$ cat config.mk
export PLATFORM = sky130hd
export DESIGN_NAME = cfg_bank
export DESIGN_NICKNAME = d
export VERILOG_FILES = /design/src/rtl/cfg_bank.sv
export SDC_FILE = /design/constraint.sdc
export NUM_CORES = 1
export LEC_CHECK = 0
export BUFFER_PORTS_ARGS = -buffer_cell sky130_fd_sc_hd__buf_2
export CAP_MARGIN = 20
export CELL_PAD_IN_SITES_DETAIL_PLACEMENT = 1
export CELL_PAD_IN_SITES_GLOBAL_PLACEMENT = 1
export CORE_ASPECT_RATIO = 0.8
export CORE_MARGIN = 4
export CORE_UTILIZATION = 40
export CTS_CLUSTER_DIAMETER = 200
export CTS_CLUSTER_SIZE = 24
export DETAILED_ROUTE_END_ITERATION = 10
export GPL_TIMING_DRIVEN = 0
export PLACE_DENSITY = 0.82
export SETUP_SLACK_MARGIN = 0.4
export SYNTH_ARGS = -nofsm -noshare
export SYNTH_HDL_FRONTEND = slang
export SYNTH_SLANG_ARGS = --single-unit
$ cat constraint.sdc
create_clock -name clk -period 2 [get_ports clk]
set_clock_uncertainty 0.15 [all_clocks]
set_input_delay 0.2 -clock clk [delete_from_list [all_inputs] [get_ports clk]]
set_output_delay 0.2 -clock clk [all_outputs]
set_load 0.02 [all_outputs]
$ cat src/rtl/cfg_bank.sv
module cfg_bank #(
  parameter int DW = 8,
  parameter int AW = 3
) (
  input  logic          clk,
  input  logic          rst_n,
  input  logic          wr_en,
  input  logic [AW-1:0] addr,
  input  logic [DW-1:0] wdata,
  output logic [DW-1:0] rdata,
  input  logic          pwr_sel,
  output logic [DW-1:0] pd_en,
  output logic          soft_rst_pulse,
  output logic          lsb_first,
  output logic [3:0]    plla_mult,
  output logic [2:0]    pllb_m,
  output logic [2:0]    pllb_n,
  output logic          adc_clk_div,
  output logic          tx_fall_edge,
  output logic          rx_lpf_bypass,
  output logic          rx_one_pole_en
);
  localparam logic [AW-1:0] A_CTRL = AW'(0);
  localparam logic [AW-1:0] A_PDL  = AW'(1);
  localparam logic [AW-1:0] A_PDH  = AW'(2);
  localparam logic [AW-1:0] A_CLK  = AW'(3);
  localparam logic [AW-1:0] A_FILT = AW'(4);
  localparam int B_SRST  = 5;
  localparam int B_ORDER = 6;

  logic          soft_q, order_q;
  logic [DW-1:0] pd_lo, pd_hi, clk_cfg, filt_cfg;
  logic [DW-1:0] ctrl_rd, mask;

  always_ff @(posedge clk) begin
    if (!rst_n) begin
      soft_q   <= 1'b0;
      order_q  <= 1'b0;
      pd_lo    <= '0;
      pd_hi    <= '0;
      clk_cfg  <= '0;
      filt_cfg <= '0;
    end else if (soft_q) begin
      soft_q   <= 1'b0;
      pd_lo    <= '0;
      pd_hi    <= '0;
      clk_cfg  <= '0;
      filt_cfg <= '0;
    end else if (wr_en) begin
      case (addr)
        A_CTRL: begin
          order_q <= wdata[B_ORDER];
          soft_q  <= wdata[B_SRST];
        end
        A_PDL:  pd_lo    <= wdata;
        A_PDH:  pd_hi    <= wdata;
        A_CLK:  clk_cfg  <= wdata;
        A_FILT: filt_cfg <= wdata;
        default: ;
      endcase
    end
  end

  always_comb begin
    ctrl_rd          = '0;
    ctrl_rd[B_SRST]  = soft_q;
    ctrl_rd[B_ORDER] = order_q;
  end

  always_comb begin
    case (addr)
      A_CTRL:  rdata = ctrl_rd;
      A_PDL:   rdata = pd_lo;
      A_PDH:   rdata = pd_hi;
      A_CLK:   rdata = clk_cfg;
      A_FILT:  rdata = filt_cfg;
      default: rdata = '0;
    endcase
  end

  assign mask  = pwr_sel ? pd_hi : pd_lo;
  assign pd_en = {mask[DW-1:1], mask[0] | filt_cfg[0]};

  assign soft_rst_pulse = soft_q;
  assign lsb_first      = order_q;
  assign plla_mult      = 4'b0001 << clk_cfg[1:0];
  assign adc_clk_div    = clk_cfg[6];
  assign tx_fall_edge   = clk_cfg[7];
  assign rx_lpf_bypass  = filt_cfg[0];
  assign rx_one_pole_en = filt_cfg[1];

  always_comb begin
    case (clk_cfg[5:4])
      2'b01:   pllb_m = 3'd4;
      2'b10:   pllb_m = 3'd6;
      default: pllb_m = 3'd3;
    endcase
    case (clk_cfg[3:2])
      2'b01:   pllb_n = 3'd4;
      2'b10:   pllb_n = 3'd1;
      default: pllb_n = 3'd2;
    endcase
  end


  soft_start_chk: assert property (@(posedge clk) disable iff (!rst_n)
    (wr_en && addr == A_CTRL && wdata[B_SRST] && !soft_rst_pulse) |=> soft_rst_pulse);

  soft_one_cyc_chk: assert property (@(posedge clk) disable iff (!rst_n)
    soft_rst_pulse |=> !soft_rst_pulse);

  soft_clear_chk: assert property (@(posedge clk) disable iff (!rst_n)
    soft_rst_pulse |=> (pd_lo == '0 && pd_hi == '0 && clk_cfg == '0 && filt_cfg == '0));

  order_keep_chk: assert property (@(posedge clk) disable iff (!rst_n)
    soft_rst_pulse |=> lsb_first == $past(lsb_first));

  bypass_pd_chk: assert property (@(posedge clk) disable iff (!rst_n)
    rx_lpf_bypass |-> pd_en[0]);
endmodule

==> impl_metrics.toml <==
[clock_network]
cts_tree = "done"
holdBufCountCts = 0
clk_pin_slew_ns = 0.07
clk_latency_ns = 0.29
cts_root_buf = "clkbuf_8"
numCtsBuffers = 5
htreeDepth = 2
clock_path_buffers = 2
clkSinkCount = 34

[logic_synthesis]
synth.area.top_cells = "dfxtp_1 (38%), mux2i_1 (16%), nor2_1 (5.2%)"
synthAdderAreaFrac_pct = 2.09
synth_top_area_share_pct = 38.0
ys_ff_latch = 34
synth.area.mux_share_pct = 24.4
ys.flop_type = "dfxtp_1"
ys_types = 28
synthXorXnorAreaFrac_pct = 0
yosysTopAreaCell = "dfxtp_1"
synth_edf_count = 0
syn_avg_cell_area_um2 = 9.33
postSynth.asyncResetShare_pct = 0
synthCells = 192
syn_area_um2 = 1790
synth.net_count = 210
synth-compound-area-share_pct = 8.87
yosysSeqAreaShare_pct = 38.0
yosys_warnings = 0
synth_top_family_by_area = "multiplexers"
synth-simple-area-share_pct = 19.6

[power]
vdd_drop_max_mv = 0.389
p_leak_nw = 1.09
power.total_w = 0.00149
power_per_cell_area_nw_per_um2 = 594

[critical_path]
cp.arrival_ns = 1.30
cp_max_fo = 7
startpoint_type = "input port"
rrSetupSlack_ns = 0.46
worstSetupEndpointType = "output port"
critPathKind = "input port to output port"
required_ns = 1.65

[global_route]
globalRouteOverflowTotal = 0
track_usage_pct = 21.4
grt_max_degree = 11
grt_pass1_vias = 1735
antenna_found_initial = 0
grt_pass1_wl_um = 9190

[layout]
final_cell_mix = "buf_2 (37), mux2i_1 (28), nor2_1 (25), dfxtp_1 (25), nand2_1 (24)"
final_common_cell = "buf_2"
num-nets-final = 280
syn_to_final_growth_pct = 40.4
n_antenna_cell = 0
final_core_util_pct = 59.1
drive_above_1_share_pct = 45.2

[sta]
max_freq_mhz = 607
setup_ws_ns = 0.351
setup_viol = 0
worst_hold_slack_ns = 0.0341
setup_tns_ns = 0
fin_crit_sh_pct = 82.4
rsz0062_at_grt = "true"
relSlewSlack_pct = 64.8
slew_violations = 0
fin_crit_ns = 1.65
hold_viol_final = 0
tightest_slew_ns = 0.528

[drt]
routed_wl_um = 6210
drc_errors = 0
vias = 1693
ant_nets = 0
avgRoutedWirePerCell_um = 19.4
vias_per_cell = 5.29
drt-initial-drc-count = 61
dr.pass1.iters = 4

[floorplan]
start_util_pct = 42.1
dieArea_um2 = 5620
num_rows = 21
io_pins = 47
coreArea_um2 = 4260
die_w_um = 82.8
die_h_um = 67.9

[placed_design]
dp.final_hpwl_um = 3510
io_buffers = 44
preCtsSetupSlack_ns = 0.260
routabilityCongestion = 0.718

[outcome]
outcome = "completed"

[min_path]
hp-class = "input port to flop"

[job]
drv_cap = 0
## what timing repair did
| item | CTS | global route |
|---|---|---|
| gates resized for setup | 42 | 14 |
| cloned | 1 | 0 |
| buffers inserted | 13 | 5 |
| pin swaps | 9 | 10 |
| endpoints found under the setup margin | 8 | 22 |
## cells by family after synthesis
kind of cell,Yosys count
and+or+nand+nor,67
muxes,42
DFF,34
AOI/OAI and AO/OA,27
buffers and inverters,19
adders and majority gates,3
## through the flow
stage / instance area [um^2] / std cells
2_1_floorplan: 1790 / 192
3_3_place_gp: 2080 / 293
3_5_place_dp: 2080 / 293
4_1_cts: 2430 / 315
5_1_grt: 2510 / 320
6_report: 2510 / 320
## layer usage
| layer | part of all wire, % | wire, um | vias to the layer above | track usage, % |
|---|---|---|---|---|
| met3 | 4.5 | 277 | 12 | 4.69 |
| met5 | 0 | 0 | - | 0 |
| met1 | 45 | 2800 | 830 | 26.9 |
| met4 | 1.6 | 97 | 0 | 6.12 |
| met2 | 49 | 3030 | 50 | 37.6 |
| li1 | - | - | 801 | - |
## worst max-delay path, cell delays in order
cell	delay, ns
buf_12	0.10
buf_12	0.13
buf_12	0.13
buf_4	0.13
mux2i_2	0.18
o21ai_1	0.11
o21a_1	0.19
buf_6	0.13
## worst paths after layout
path                                     start  cells past startpoint          end
worst max-delay path                   addr[1]                      8     rdata[5]
worst min-delay path                  wdata[3]                      3   clk_cfg[3]
worst max register to register  soft_rst_pulse                      3  filt_cfg[2]
worst min register to register      clk_cfg[7]                      2   clk_cfg[7]
## cell type report
class,count,area [um^2]
clock inverters,1,5.00
plain buffers,14,130
repair buffers,63,448
inverters,5,18.8
fillers,517,1740
clock buffers,7,86.3
flip-flops and latches,34,697
well taps,57,71.3
multi-input cells,139,1060
## synthesized netlist by cell type (all sizes together), types with 3 or more instances
| cell | instances |
|---|---|
| dfxtp | 34 |
| o21ai | 10 |
| nand2 | 24 |
| and4bb | 3 |
| a22oi | 6 |
| nand3b | 3 |
| ha | 3 |
| mux2i | 29 |
| buf | 10 |
| nor2 | 25 |
| a21oi | 8 |
| nor2b | 3 |
| mux2 | 13 |
| clkbuf | 4 |
| inv | 5 |
## state kept, by name, indices dropped and copies added, names as in the netlist
signal          cells
clk_cfg             8
filt_cfg            8
pd_hi               8
pd_lo               8
lsb_first           1
soft_rst_pulse      1
## power by group
group	internal, W	switching (W)	total [W]
combinational	0.000114	0.000137	0.000250
clock	0.000278	0.000265	0.000543
sequential	0.000689	0.0000108	0.000700
total	0.00108	0.000412	0.00149
(Power assumes the default switching activity.)
